## config.mk

```make
export PLATFORM = sky130hd
export DESIGN_NAME = edge_irq_unit
export DESIGN_NICKNAME = d
export VERILOG_FILES = /design/src/rtl/edge_irq_pkg.sv /design/src/rtl/edge_irq_sync.sv /design/src/rtl/edge_irq_ctrl.sv /design/src/rtl/edge_irq_dp.sv /design/src/rtl/edge_irq_unit.sv
export SDC_FILE = /design/constraint.sdc
export NUM_CORES = 1
export LEC_CHECK = 0
export BUFFER_PORTS_ARGS = -buffer_cell sky130_fd_sc_hd__clkbuf_2
export CAP_MARGIN = 20
export CORE_MARGIN = 2
export CORE_UTILIZATION = 35
export DETAILED_ROUTE_END_ITERATION = 16
export HOLD_SLACK_MARGIN = 0.02
export SLEW_MARGIN = 20
export SYNTH_ARGS = -nofsm -noshare
export SYNTH_HDL_FRONTEND = slang
export SYNTH_SLANG_ARGS = --single-unit
```

## constraint.sdc

```tcl
create_clock -name clk -period 2 [get_ports clk]
set_input_delay 0.1 -clock clk [delete_from_list [all_inputs] [get_ports clk]]
set_output_delay 0.1 -clock clk [all_outputs]
set_load 0.005 [all_outputs]
```

## src/rtl/edge_irq_pkg.sv

```systemverilog
package edge_irq_pkg;

  localparam int BANK_COUNT    = 4;
  localparam int PINS_PER_BANK = 32;
  localparam int PIN_COUNT     = BANK_COUNT * PINS_PER_BANK;
  localparam int BANK_SEL_W    = $clog2(BANK_COUNT);
  localparam int ADDR_W        = 9;
  localparam int SYNC_DEPTH    = 2;

  localparam logic [ADDR_W-1:0] RISE_BASE = 9'h030;
  localparam logic [ADDR_W-1:0] FALL_BASE = 9'h03C;
  localparam logic [ADDR_W-1:0] STAT_BASE = 9'h048;
  localparam logic [ADDR_W-1:0] LAST_BANK_OFFSET = 9'h100;
  localparam int BANK_STRIDE = 4;

  localparam logic [PIN_COUNT-1:0] WAKE_SET =
    {32'h0012_007F, 32'hEC08_0000, 32'h0020_01FC, 32'h8003_FE1B};

  typedef enum logic [1:0] {
    REG_NONE,
    REG_RISE,
    REG_FALL,
    REG_STAT
  } regKind_e;

  typedef struct packed {
    regKind_e                kind;
    logic [BANK_SEL_W-1:0]   bank;
  } regHit_t;

  typedef struct packed {
    logic [BANK_COUNT-1:0]    loadRise;
    logic [BANK_COUNT-1:0]    loadFall;
    logic [BANK_COUNT-1:0]    clearStat;
    logic [PINS_PER_BANK-1:0] data;
  } ctrlStb_t;

  function automatic logic [ADDR_W-1:0] bankOffset(input int b);
    if (b == BANK_COUNT - 1) return LAST_BANK_OFFSET;
    return ADDR_W'(b * BANK_STRIDE);
  endfunction

  function automatic regHit_t decodeAddr(input logic [ADDR_W-1:0] addr);
    regHit_t hit;
    hit.kind = REG_NONE;
    hit.bank = '0;
    for (int b = 0; b < BANK_COUNT; b++) begin
      if (addr == RISE_BASE + bankOffset(b)) begin
        hit.kind = REG_RISE;
        hit.bank = BANK_SEL_W'(b);
      end
      if (addr == FALL_BASE + bankOffset(b)) begin
        hit.kind = REG_FALL;
        hit.bank = BANK_SEL_W'(b);
      end
      if (addr == STAT_BASE + bankOffset(b)) begin
        hit.kind = REG_STAT;
        hit.bank = BANK_SEL_W'(b);
      end
    end
    return hit;
  endfunction

endpackage

```

## src/rtl/edge_irq_sync.sv

```systemverilog
module edge_irq_sync #(
  parameter int WIDTH = 8,
  parameter int DEPTH = 2
) (
  input  logic             clk,
  input  logic             rstN,
  input  logic [WIDTH-1:0] asyncIn,
  output logic [WIDTH-1:0] syncOut
);

  logic [DEPTH-1:0][WIDTH-1:0] stageQ;

  always_ff @(posedge clk or negedge rstN) begin
    if (!rstN) begin
      stageQ <= '0;
    end else begin
      stageQ[0] <= asyncIn;
      for (int s = 1; s < DEPTH; s++) stageQ[s] <= stageQ[s-1];
    end
  end

  assign syncOut = stageQ[DEPTH-1];

endmodule

```

## src/rtl/edge_irq_ctrl.sv

```systemverilog
module edge_irq_ctrl
  import edge_irq_pkg::*;
(
  input  logic                     clk,
  input  logic                     rstN,
  input  logic [ADDR_W-1:0]        busAddr,
  input  logic                     busWrEn,
  input  logic [PINS_PER_BANK-1:0] busWrData,
  input  logic [PIN_COUNT-1:0]     riseFlat,
  input  logic [PIN_COUNT-1:0]     fallFlat,
  input  logic [PIN_COUNT-1:0]     statFlat,
  output ctrlStb_t                 stb,
  output logic [PINS_PER_BANK-1:0] busRdData
);

  regHit_t hit;
  int      sliceLo;

  always_comb begin
    hit     = decodeAddr(busAddr);
    sliceLo = int'(hit.bank) * PINS_PER_BANK;
  end

  always_comb begin
    stb      = '0;
    stb.data = busWrData;
    if (busWrEn) begin
      unique case (hit.kind)
        REG_RISE: stb.loadRise[hit.bank]  = 1'b1;
        REG_FALL: stb.loadFall[hit.bank]  = 1'b1;
        REG_STAT: stb.clearStat[hit.bank] = 1'b1;
        default:  ;
      endcase
    end
  end

  always_comb begin
    unique case (hit.kind)
      REG_RISE: busRdData = riseFlat[sliceLo +: PINS_PER_BANK];
      REG_FALL: busRdData = fallFlat[sliceLo +: PINS_PER_BANK];
      REG_STAT: busRdData = statFlat[sliceLo +: PINS_PER_BANK];
      default:  busRdData = '0;
    endcase
  end

  // a single write reaches at most one register
  a_r1_one_target: assert property (@(posedge clk) disable iff (!rstN)
    $onehot0({stb.loadRise, stb.loadFall, stb.clearStat}));

  // no strobe without a write
  a_r1_no_stray_strobe: assert property (@(posedge clk) disable iff (!rstN)
    !busWrEn |-> ({stb.loadRise, stb.loadFall, stb.clearStat} == '0));

endmodule

```

## src/rtl/edge_irq_dp.sv

```systemverilog
module edge_irq_dp
  import edge_irq_pkg::*;
(
  input  logic                 clk,
  input  logic                 rstN,
  input  logic [PIN_COUNT-1:0] pinSync,
  input  logic [PIN_COUNT-1:0] pinDir,
  input  logic                 cpuHalted,
  input  ctrlStb_t             stb,
  output logic [PIN_COUNT-1:0] riseFlat,
  output logic [PIN_COUNT-1:0] fallFlat,
  output logic [PIN_COUNT-1:0] statFlat,
  output logic                 irqPin0,
  output logic                 irqPin1,
  output logic                 irqShared,
  output logic                 wakeReq
);

  logic [PIN_COUNT-1:0] prevLvl;
  logic [PIN_COUNT-1:0] inputPins;
  logic [PIN_COUNT-1:0] roseNow;
  logic [PIN_COUNT-1:0] fellNow;
  logic [PIN_COUNT-1:0] setBits;

  always_comb begin
    inputPins = ~pinDir;
    roseNow   = pinSync & ~prevLvl;
    fellNow   = ~pinSync & prevLvl;
    setBits   = inputPins & ((roseNow & riseFlat) | (fellNow & fallFlat));
  end

  always_ff @(posedge clk or negedge rstN) begin
    if (!rstN) prevLvl <= '0;
    else       prevLvl <= pinSync;
  end

  for (genvar b = 0; b < BANK_COUNT; b++) begin : g_bank
    localparam int LO = b * PINS_PER_BANK;
    logic [PINS_PER_BANK-1:0] clrMask;

    assign clrMask = stb.clearStat[b] ? stb.data : '0;

    always_ff @(posedge clk or negedge rstN) begin
      if (!rstN) begin
        riseFlat[LO +: PINS_PER_BANK] <= '0;
        fallFlat[LO +: PINS_PER_BANK] <= '0;
        statFlat[LO +: PINS_PER_BANK] <= '0;
      end else begin
        if (stb.loadRise[b]) riseFlat[LO +: PINS_PER_BANK] <= stb.data;
        if (stb.loadFall[b]) fallFlat[LO +: PINS_PER_BANK] <= stb.data;
        // an edge arriving in the clearing cycle is kept
        statFlat[LO +: PINS_PER_BANK] <=
          (statFlat[LO +: PINS_PER_BANK] & ~clrMask) | setBits[LO +: PINS_PER_BANK];
      end
    end
  end

  always_ff @(posedge clk or negedge rstN) begin
    if (!rstN) begin
      irqPin0   <= 1'b0;
      irqPin1   <= 1'b0;
      irqShared <= 1'b0;
      wakeReq   <= 1'b0;
    end else begin
      irqPin0   <= statFlat[0];
      irqPin1   <= statFlat[1];
      irqShared <= |statFlat[PIN_COUNT-1:2];
      wakeReq   <= cpuHalted && |((roseNow | fellNow) & inputPins & WAKE_SET);
    end
  end

  // an output-direction pin never gains a status bit
  a_r4_output_never_flags: assert property (@(posedge clk) disable iff (!rstN)
    1'b1 |=> ((statFlat & ~$past(statFlat) & $past(pinDir)) == '0));

  // bits fall only in a cycle with a clearing write
  a_r5_sticky: assert property (@(posedge clk) disable iff (!rstN)
    (stb.clearStat == '0) |=> (($past(statFlat) & ~statFlat) == '0));

  // dedicated lines track bank-0 bits 0 and 1 one cycle later
  a_r7_irq0_lag: assert property (@(posedge clk) disable iff (!rstN)
    1'b1 |=> (irqPin0 == $past(statFlat[0])));
  a_r7_irq1_lag: assert property (@(posedge clk) disable iff (!rstN)
    1'b1 |=> (irqPin1 == $past(statFlat[1])));

  // shared line needs a pending bit outside the two dedicated ones
  a_r8_shared_source: assert property (@(posedge clk) disable iff (!rstN)
    irqShared |-> $past(|statFlat[PIN_COUNT-1:2]));

  // wake only while halted
  a_r9_wake_needs_halt: assert property (@(posedge clk) disable iff (!rstN)
    wakeReq |-> $past(cpuHalted));

endmodule

```

## src/rtl/edge_irq_unit.sv

```systemverilog
module edge_irq_unit
  import edge_irq_pkg::*;
(
  input  logic                     clk,
  input  logic                     rstN,
  input  logic [PIN_COUNT-1:0]     pinIn,
  input  logic [PIN_COUNT-1:0]     pinDir,
  input  logic                     cpuHalted,
  input  logic [ADDR_W-1:0]        busAddr,
  input  logic                     busWrEn,
  input  logic [PINS_PER_BANK-1:0] busWrData,
  output logic [PINS_PER_BANK-1:0] busRdData,
  output logic                     irqPin0,
  output logic                     irqPin1,
  output logic                     irqShared,
  output logic                     wakeReq
);

  logic [PIN_COUNT-1:0] pinSync;
  logic [PIN_COUNT-1:0] riseFlat;
  logic [PIN_COUNT-1:0] fallFlat;
  logic [PIN_COUNT-1:0] statFlat;
  ctrlStb_t             stb;

  edge_irq_sync #(.WIDTH(PIN_COUNT), .DEPTH(SYNC_DEPTH)) u_sync (
    .clk     (clk),
    .rstN    (rstN),
    .asyncIn (pinIn),
    .syncOut (pinSync)
  );

  edge_irq_ctrl u_ctrl (
    .clk       (clk),
    .rstN      (rstN),
    .busAddr   (busAddr),
    .busWrEn   (busWrEn),
    .busWrData (busWrData),
    .riseFlat  (riseFlat),
    .fallFlat  (fallFlat),
    .statFlat  (statFlat),
    .stb       (stb),
    .busRdData (busRdData)
  );

  edge_irq_dp u_dp (
    .clk       (clk),
    .rstN      (rstN),
    .pinSync   (pinSync),
    .pinDir    (pinDir),
    .cpuHalted (cpuHalted),
    .stb       (stb),
    .riseFlat  (riseFlat),
    .fallFlat  (fallFlat),
    .statFlat  (statFlat),
    .irqPin0   (irqPin0),
    .irqPin1   (irqPin1),
    .irqShared (irqShared),
    .wakeReq   (wakeReq)
  );

endmodule

```

# After elaboration in Yosys (flattened, before gate mapping)
# Cells that the tools add are included.
[word_totals] ff_bits=772 inputBits=301
[op_classes] n_lt_le_gt_ge=2 eq_ne=15 shifts=3 muxes=23 n_bitwise=23 n_reduce_logical=4
[op_table] op="bitwise AND 128 bit" n=5
[op_table] op="inverter 128 bit" n=3
[op_table] op="indexed part select 128 x 8 -> 32 bit" n=3
[op_table] op="bitwise AND 32 bit" n=4
[op_table] op="2-to-1 mux 32 bit" n=4
[op_table] op="inverter 32 bit" n=4
[op_table] op="bitwise OR 128 bit" n=1
[op_table] op="bitwise OR 32 bit" n=4
[op_table] op="OR reduction 126 bit" n=1
[op_table] op="bitwise AND 117 bit" n=1
[op_table] op="bitwise OR 117 bit" n=1
[op_table] op="case mux 32 bit (3 select lines)" n=1
[op_table] op="2-to-1 mux 4 bit" n=14
[op_table] op="equality test 9 x 7 -> 1 bit, second input constant" n=5
[op_table] op="OR reduction 37 bit" n=1
[op_table] op="equality test 9 x 6 -> 1 bit, second input constant" n=4
[op_table] op="equality test 9 bit, second input constant" n=3
[op_table] op="2-to-1 mux 12 bit" n=1
[op_table] op="equality test 2 bit, second input constant" n=2
[op_table] op="< comparator 2 x 3 -> 1 bit, second input constant" n=1
[op_table] op="2-to-1 mux 3 bit" n=1
[op_table] op="demux 1 bit (select 2 bit)" n=1
[op_table] op="equality test 2 x 1 -> 1 bit, second input constant" n=1
[op_table] op=">= comparator 2 x 1 -> 1 bit, second input constant" n=1
[op_table] op="2 further kinds" n=3

# Logic depth before layout (Yosys ltp)
# Gate-level depths: netlist of run 1.
[depth] word_depth=23 ltp_mapped=11 mapped_depth_nobuf=7

# Hierarchy
# A second synthesis of run 1 with hierarchy kept.
[unflattened] hier_cells=2925 hier_area_um2=32417.3
[modules_own_cells] mod="edge_irq_dp" n_inst=1 cells_each=1852 area_per_inst_um2=21282.9
[modules_own_cells] mod="edge_irq_sync" n_inst=1 cells_each=384 area_per_inst_um2=7367.1
[modules_own_cells] mod="edge_irq_ctrl" n_inst=1 cells_each=689 area_per_inst_um2=3767.4

# Worst setup path before layout of run 1
# No wires, ideal clock.
[synth_path] path_kind="input to register" from="in busAddr[4]" to="reg u_dp.riseFlat[33]" setup_ps=125 arrival_time_ps=2194 required_ps=1875 slack_ps=-319 path_stages=9 path_buffers=3 cell_sequence="buf_4 -> nor4b_1 -> a32o_1 -> o21a_1 -> buf_4 -> nand2_2 -> nor2_2 -> buf_6 -> mux2_2"
[synth_via] elab_chain_len=18 elab_cells_between_ends=32 classes_between="order compare: 2; eq/ne: 13; mux: 16; reduce/logical: 1"
[synth_rtl] element="from (decl)" line_no="edge_irq_unit.sv:9" text="input logic [ADDR_W-1:0] busAddr,"
[synth_rtl] element="equality test 9 x 6 -> 1 bit" line_no="edge_irq_pkg.sv:52" text="if (addr == FALL_BASE + bankOffset(b)) begin"
[synth_rtl] element="2-to-1 mux 4 bit" line_no="edge_irq_pkg.sv:52"
[synth_rtl] element="2-to-1 mux 4 bit" line_no="edge_irq_pkg.sv:56" text="if (addr == STAT_BASE + bankOffset(b)) begin"
[synth_rtl] element="2-to-1 mux 4 bit" line_no="edge_irq_pkg.sv:48" text="if (addr == RISE_BASE + bankOffset(b)) begin"
[synth_rtl] element="2-to-1 mux 4 bit" line_no="edge_irq_pkg.sv:52"
[synth_rtl] element="2-to-1 mux 4 bit" line_no="edge_irq_pkg.sv:56"
[synth_rtl] element="2-to-1 mux 4 bit" line_no="edge_irq_pkg.sv:48"
[synth_rtl] element="2-to-1 mux 4 bit" line_no="edge_irq_pkg.sv:52"
[synth_rtl] element="[... 2 more ...]"
[synth_rtl] element="2-to-1 mux 4 bit" line_no="edge_irq_pkg.sv:52"
[synth_rtl] element="2-to-1 mux 4 bit *" line_no="edge_irq_pkg.sv:56"
[synth_rtl] element="< comparator 2 x 3 -> 1 bit (implied by the code) or >= comparator 2 x 1 -> 1 bit (tied branches)" line_no="edge_irq_ctrl.sv:29" text="REG_RISE: stb.loadRise[hit.bank] = 1'b1;"
[synth_rtl] element="logical AND 1 bit (implied by the code)" line_no="edge_irq_ctrl.sv:29"
[synth_rtl] element="2-to-1 mux 1 bit (implied by the code)" line_no="edge_irq_ctrl.sv:29"
[synth_rtl] element="demux 1 bit (select 2 bit)"
[synth_rtl] element="2-to-1 mux 4 bit *" line_no="edge_irq_ctrl.sv:28" text="unique case (hit.kind)"
[synth_rtl] element="2-to-1 mux 12 bit *" line_no="edge_irq_ctrl.sv:27" text="if (busWrEn) begin"
[synth_rtl] element="to (signal, indexed assignment)" line_no="edge_irq_dp.sv:49" text="if (stb.loadRise[b]) riseFlat[LO +: PINS_PER_BANK] <= stb.data;"
[synth_rtl] element="to (decl)" line_no="edge_irq_dp.sv:10" text="output logic [PIN_COUNT-1:0] riseFlat,"
# Mark *: on every way between the ends. The rest lies on a longest branch, timed or not.
# A chain may end at the register's enable or synchronous reset.

# Worst setup path in the final report of run 1
[layout_path] from="in busAddr[5]" to="out busRdData[15]"
[layout_via] elab_chain_len=15 elab_cells_between_ends=31 classes_between="eq/ne: 15; shift: 3; mux: 13"
[layout_rtl] element="equality test 9 x 6 -> 1 bit" line_no="edge_irq_pkg.sv:48"
[layout_rtl] element="2-to-1 mux 3 bit" line_no="edge_irq_pkg.sv:48"
[layout_rtl] element="2-to-1 mux 4 bit" line_no="edge_irq_pkg.sv:52"
[layout_rtl] element="2-to-1 mux 4 bit" line_no="edge_irq_pkg.sv:56"
[layout_rtl] element="2-to-1 mux 4 bit" line_no="edge_irq_pkg.sv:48"
[layout_rtl] element="2-to-1 mux 4 bit" line_no="edge_irq_pkg.sv:52"
[layout_rtl] element="2-to-1 mux 4 bit" line_no="edge_irq_pkg.sv:56"
[layout_rtl] element="2-to-1 mux 4 bit" line_no="edge_irq_pkg.sv:48"
[layout_rtl] element="2-to-1 mux 4 bit" line_no="edge_irq_pkg.sv:52"
[layout_rtl] element="2-to-1 mux 4 bit" line_no="edge_irq_pkg.sv:56"
[layout_rtl] element="2-to-1 mux 4 bit" line_no="edge_irq_pkg.sv:48"
[layout_rtl] element="2-to-1 mux 4 bit" line_no="edge_irq_pkg.sv:52"
[layout_rtl] element="2-to-1 mux 4 bit *" line_no="edge_irq_pkg.sv:56"
[layout_rtl] element="parallel branches: the longest is 1 deep, another holds indexed part select 128 x 8 -> 32 bit"
[layout_rtl] element="case mux 32 bit (3 select lines) *" line_no="edge_irq_ctrl.sv:38" text="unique case (hit.kind)"
[layout_rtl] element="to (decl)" line_no="edge_irq_unit.sv:12" text="output logic [PINS_PER_BANK-1:0] busRdData,"
# Every way passes the cells marked *.

==> impl_results.md, run 1 <==
- Core Rows: 109
- Tmin final: 2.506 ns
- Fin crit share: 125.3%
- CP arrival: 2.41 ns
- Worst Path Required: 1.90 ns
- Die Y: 302.7 um
- Setup ws final: -0.5061 ns
- Starting Density: 35.34%
- Post-DP HPWL: 80,350 um
- Detailed Route Iter0 Violations: 2,236
- Number of I/O port buffers: 336
- Syn Inst Count: 2,484
- Seq/Total Area, Yosys: 61.86%
- CP Class: in -> out
- GR Overflow Total: 0
- Clk Latency, worst-skew pair: 0.66 ns
- Crit path max-delay cell type: or4b_4
- Root Buffer: clkbuf_16
- Worst-path cell chain: buf_8, or4b_4, a211oi_4, o31ai_4, buf_12, buf_6, nand2_8, buf_12, o22ai_1, a211o_1, a211oi_2, buf_4, buf_6
- Fmax: 399.0 MHz
- Run status: complete, but fails checks
- Synth Net Count: 2,859
- Synth cell types: 66
- Routed len/inst: 25.03 um
- Placeable Area: 88,370 um2
- EDFF count, synth: 0
- GRT Total Usage: 24.70%
- H-Tree Level Count: 3
- Post-synth top flop: dfrtp_1
- Initial antenna violation count: 9
- Violated checks: setup timing
- Nets: 3,753
- Post-Syn Area: 31,230 um2
- LEAKAGE: 20.27 nW
- Via count: 24,640
- Reg2Reg Setup Slack: 0.07 ns
- Die area: 91,630 um2
- Vias in the first global route: 24,530
- Final RePlAce weighted congestion: 0.8980
- Routed Wire Length: 115,500 um
- Area delta synth->final: 41.92%
- Final Instance Area: 44,320 um2
- Largest net degree at the start of global routing: 94
- Hold Crit Class: in -> reg
- Skew final: 0.02125 ns
- Worst-path clk slew: 0.06 ns
- Clock tree buffer depth: 3
- Total power: 36.58 mW
- Max Cap Viol: 0
- Slew @ Worst Pin: 0.6559 ns
- Post-Syn Area per Cell: 12.57 um2
- P per Cell Area: 825.4 nW/um2
- CTS tree: done
- Unrepaired setup endpoints after global routing: yes
- Final Hold Fails: 0
- Synthesis-stage register bit count: 772
- Global-route wire length before repair: 165,000 um
- Ys async rst share: 100.0%
- Startpoint types: primary input
- Number of routed nets with antenna violations: 0
- CTS Buf Count: 85
- Proportion of layout cells with a drive suffix above 1: 32.76%
- Crit end category: output pin
- Total negative slack: -18.08 ns
- Die extent in x: 302.7 um
- Max_slew headroom: 56.27%
- Worst VDD drop: 0.7762 mV
- Yosys warnings: 0
- Endpoints failing setup: 88
- Final Max Tran Viols: 0
- I/O Pins: 337
- Critical path's largest stage delay: 0.55 ns
- CP Max Fanout: 9
- Post-DP Area: 36,280 um2
- Avg Vias per Cell: 5.339
- Clock sink total: 772
- Drt pass-1 iters: 6
- DRC Markers: 0
worst max-delay path, delay by kind of cell:
kind                   cells  cell delay (ns)
AOI/OAI and AO/OA          5             0.89
buffers and inverters      6             0.76
and+or+nand+nor            2             0.64
where the power goes:
| group | internal [mW] | switching [mW] | leakage (nW) |
|---|---|---|---|
| clock | 9.68 | 6.67 | 1.45 |
| combinational | 1.50 | 1.34 | 9.35 |
| sequential | 16.5 | 0.858 | 9.47 |
cell usage after synthesis, drive strengths merged (14+ instances only):
master | number | share of area (%)
dfrtp | 772 | 62
nand2 | 287 | 3.5
mux2 | 255 | 9.2
nand3b | 174 | 4.2
a21oi | 113 | 1.8
a21o | 88 | 2.1
inv | 83 | 1.0
ha | 74 | 3.0
buf | 70 | 1.5
o22ai | 63 | 1.3
o21ai | 59 | 0.96
nor2 | 57 | 0.80
clkbuf | 55 | 0.66
o2bb2ai | 43 | 1.2
a22oi | 40 | 0.96
nor4 | 39 | 0.88
a31oi | 28 | 0.56
nand3 | 23 | 0.38
nor3 | 20 | 0.42
mux2i | 17 | 0.54
and3 | 16 | 0.32
o211ai | 14 | 0.34
o221ai | 14 | 0.39
logic make-up (layout without fill, tap and decap cells):
group,count (synthesis),in the layout,synth area share [%]
compound gates,504,504,10.80
xor+xnor,1,1,0.02805
fa+ha+maj,74,74,2.965
buf+inv,208,1173,3.165
flops,772,772,61.86
mux,272,272,9.740
other cells,0,1,0
simple gates,653,653,11.44
state kept, by name (all words and copies together), names as in the netlist:
name	cells
u_dp.fallFlat	128
u_sync.syncOut	128
u_dp.prevLvl	128
u_dp.wakeReq	1
u_sync.stageQ	128
u_dp.irqPin0	1
u_dp.riseFlat	128
u_dp.statFlat	128
u_dp.irqPin1	1
u_dp.irqShared	1
per-layer routing:
metal	vias up	GRT usage (%)	share of wire, %
li1	10720	-	-
met4	18	11.22	4.6
met5	-	0	0.099
met1	12560	33.66	42
met2	1077	38.48	46
met3	268	4.497	7.6
layout by cell type (no fill, tap or decap), drive strengths merged, types with 6 or more instances in the layout:
cell type	Yosys	layout
a211oi	6	6
a21o	88	88
a21oi	113	113
a22oi	40	40
a31oi	28	28
a32oi	8	8
and3	16	16
and4	6	6
buf	70	320
bufinv	0	8
clkbuf	55	435
clkinv	0	25
dfrtp	772	772
dlygate4sd3	0	290
ha	74	74
inv	83	89
mux2	255	255
mux2i	17	17
nand2	287	287
nand3	23	23
nand3b	174	174
nand4	11	11
nor2	57	57
nor3	20	20
nor4	39	39
o211ai	14	14
o21ai	59	59
o221ai	14	14
o22a	7	7
o22ai	63	63
o2bb2ai	43	43
timing repair:
action | in CTS | in global routing
hold buffers | 291 | 0
endpoints found under the setup margin | 33 | 171
gates cloned | 2 | 10
pin swaps | 36 | 55
resized for setup | 144 | 154
hold endpoints to repair | 1109 | 0
buffers inserted | 42 | 39
through the flow:
stage	hold WS (ns)	worst slack, ns	std cells	util [%]
floorplan	-0.1956	-0.1689	2484	-
global placement	0.04586	-0.7315	4077	41.05
detailed placement	0.04733	-0.7549	4077	41.05
CTS	0.04962	-0.5389	4568	48.78
global route	0.07418	-0.6122	4614	50.14
finish	0.08750	-0.5061	4615	50.15
worst paths after layout:
check	cells past startpoint	start	endpoint
max in group asynchronous	3	rstN	u_sync.stageQ[49]
min in group asynchronous	3	rstN	u_sync.syncOut[70]
max reg2reg	9	u_sync.syncOut[17]	u_dp.wakeReq
min	2	pinIn[0]	u_sync.stageQ[0]
min reg2reg	0	u_sync.stageQ[23]	u_sync.syncOut[23]
max	13	busAddr[5]	busRdData[15]
cell type report:
class / instances / area, um2
timing repair buffer: 932 / 8412
multi-input combinational: 1504 / 11890
fill: 7719 / 44060
inverter: 83 / 311.5
antenna: 1 / 2.502
clock inverter: 44 / 474.2
clock buffer: 114 / 2450
sequential: 772 / 19320
tap: 1165 / 1458
(Power assumes the default switching activity.)
==> run 2, diff against run 1 <==
--- a/config.mk
+++ b/config.mk
@@ -6,7 +6,7 @@
 export NUM_CORES = 1
 export LEC_CHECK = 0
 export BUFFER_PORTS_ARGS = -buffer_cell sky130_fd_sc_hd__clkbuf_2
-export CAP_MARGIN = 20
+export CAP_MARGIN = 5
 export CORE_MARGIN = 2
 export CORE_UTILIZATION = 35
 export DETAILED_ROUTE_END_ITERATION = 16
@@ -15,3 +15,4 @@
 export SYNTH_ARGS = -nofsm -noshare
 export SYNTH_HDL_FRONTEND = slang
 export SYNTH_SLANG_ARGS = --single-unit
+export TNS_END_PERCENT = 20
==> run 2 against run 1 <==
  * The run still ends with setup timing left
  * Setup slack got worse by 0.011 ns
  * Sequential power barely moved
  * Die area did not move
  * Critical path depth did not move
  * Total power fell by 0.16%
  * Final cell count fell by 1.4%
  * Sequential cell count did not move
  * Register-to-register slack got worse by 0.18 ns
  * First-iteration DRC count fell by 19%
  * Combinational power fell by 4%
  * Sequential share of layout area rose by 1.3 points
  * Critical path type unchanged
==> impl_results.md, run 2 (synthesized netlist as in run 1, its figures left out) <==
- LEAKAGE: 19.64 nW
- Proportion of layout cells with a drive suffix above 1: 30.56%
- Drt pass-1 iters: 5
- Clock tree buffer depth: 3
- Startpoint types: primary input
- Via count: 24,080
- P per Cell Area: 848.7 nW/um2
- Endpoints failing setup: 33
- Commonest non-fill, non-tap cell in the layout: dfrtp_1
- Max_slew headroom: 55.77%
- Placeable Area: 88,370 um2
- Top delay family on crit path: compound AO/OA/AOI/OAI gates
- H-Tree Level Count: 3
- DRC Markers: 0
- Max Cap Viol: 0
- Hold Crit Class: in -> async
- Final Instance Area: 43,030 um2
- Worst-path clk slew: 0.07 ns
- CP arrival: 2.42 ns
- Total power: 36.52 mW
- Slew @ Worst Pin: 0.6635 ns
- Unrepaired setup endpoints after global routing: yes
- Core Rows: 109
- Setup ws final: -0.5169 ns
- Initial antenna violation count: 17
- Detailed Route Iter0 Violations: 1,807
- Clk Latency, worst-skew pair: 0.66 ns
- Avg Vias per Cell: 5.290
- Number of routed nets with antenna violations: 0
- Die area: 91,630 um2
- Largest net degree at the start of global routing: 111
- CP Class: in -> out
- Crit end category: output pin
- Total negative slack: -13.64 ns
- Die extent in x: 302.7 um
- Area delta synth->final: 37.80%
- Starting Density: 35.34%
- CTS Buf Count: 84
- Worst Path Required: 1.90 ns
- Die Y: 302.7 um
- DR WL met2: 53,640 um
- Met1 WL: 46,640 um
- Crit path max-delay cell type: o31a_1
- Vias in the first global route: 24,380
- Routed len/inst: 24.64 um
- Clock sink total: 772
- Worst path bufs/invs: 6
- Number of I/O port buffers: 336
- Nets: 3,690
- Worst VDD drop: 0.6510 mV
- Skew final: 0.04212 ns
- Global-route wire length before repair: 162,200 um
- Post-DP HPWL: 78,950 um
- Final Hold Fails: 0
- Routed Wire Length: 112,100 um
- Run status: complete, but fails checks
- Fin crit share: 125.8%
- GR Overflow Total: 0
- Uppermost layer routed: met5
- WL met3: 7640 um
- GRT Total Usage: 24.19%
- Final Max Tran Viols: 0
- Fmax: 397.3 MHz
- Violated checks: setup timing
- CP Max Fanout: 22
- Critical path's largest stage delay: 0.31 ns
- I/O Pins: 337
- CTS tree: done
- Worst-path cell chain: buf_6, buf_4, nor4b_2, o31a_1, o21a_4, buf_12, buf_16, o22ai_1, a22oi_1, o31ai_1, a211oi_1, buf_4, clkbuf_2
- Final RePlAce weighted congestion: 0.8820
- Tmin final: 2.517 ns
- Most used cell, CP: buf_4
- Root Buffer: clkbuf_16
- Post-DP Area: 35,940 um2
- Most frequent cells in the layout: 772 x dfrtp_1, 316 x clkbuf_2, 291 x dlygate4sd3_1
run 2: final cells by class:
cell class,instances,area [um2]
inverter,83,311.5
fill,7936,45340
multi-input combinational,1505,11490
tap,1165,1458
clock inverter,41,555.5
antenna,6,15.01
clock buffer,110,2391
sequential,772,19320
timing repair buffer,869,7495
run 2: where the power goes:
group	internal (mW)	leakage, nW	switching [mW]
combinational	1.43	8.72	1.29
clock	9.77	1.45	6.66
sequential	16.5	9.47	0.835
total	27.7	19.6	8.79
run 2: worst min-delay path: stages:
cell	delay, ns
dlygate4sd3_1	0.57
buf_8	0.18
buf_12	0.23
run 2: path summary, 6_finish.rpt:
| path | endpoint | from | slack, ns | depth (start not counted) |
|---|---|---|---|---|
| max | busRdData[27] | busAddr[8] | -0.52 | 13 |
| min | u_dp.fallFlat[34] | rstN | 0.06 | 3 |
| max reg2reg | u_dp.irqShared | u_dp.statFlat[9] | -0.11 | 5 |
| min reg2reg | u_sync.syncOut[89] | u_sync.stageQ[89] | 0.31 | 0 |
| max in group asynchronous | u_sync.stageQ[43] | rstN | 1.18 | 3 |
| min in group clk | u_sync.stageQ[8] | pinIn[8] | 0.08 | 2 |
run 2: repair_timing:
item                                    4_1_cts  5_1_grt
buffers inserted                             27       15
pin swaps                                    44       39
endpoints found under the hold margin      1285        0
endpoints found under the setup margin       33      108
resized for setup                           119       77
gates cloned                                  4        4
hold buffers                                291        0
run 2: layer usage:
metal / vias to the layer above / GRT usage [%]
met5: - / 0
met4: 24 / 8.281
met3: 226 / 4.769
met2: 875 / 40.07
met1: 12370 / 31.74
li1: 10590 / -
run 2: metrics by stage:
| step | cells | setup slack (ns) | utilization (%) | hold slack [ns] |
|---|---|---|---|---|
| after floorplan | 2484 | -0.1689 | - | -0.1956 |
| after global placement | 4056 | -0.8698 | 40.66 | -0.06071 |
| after global routing | 4550 | -0.5842 | 48.69 | 0.06322 |
| after CTS | 4528 | -0.5064 | 48.14 | 0.04135 |
| after detailed placement | 4056 | -0.8740 | 40.66 | -0.06557 |
| final | 4551 | -0.5169 | 48.69 | 0.05916 |
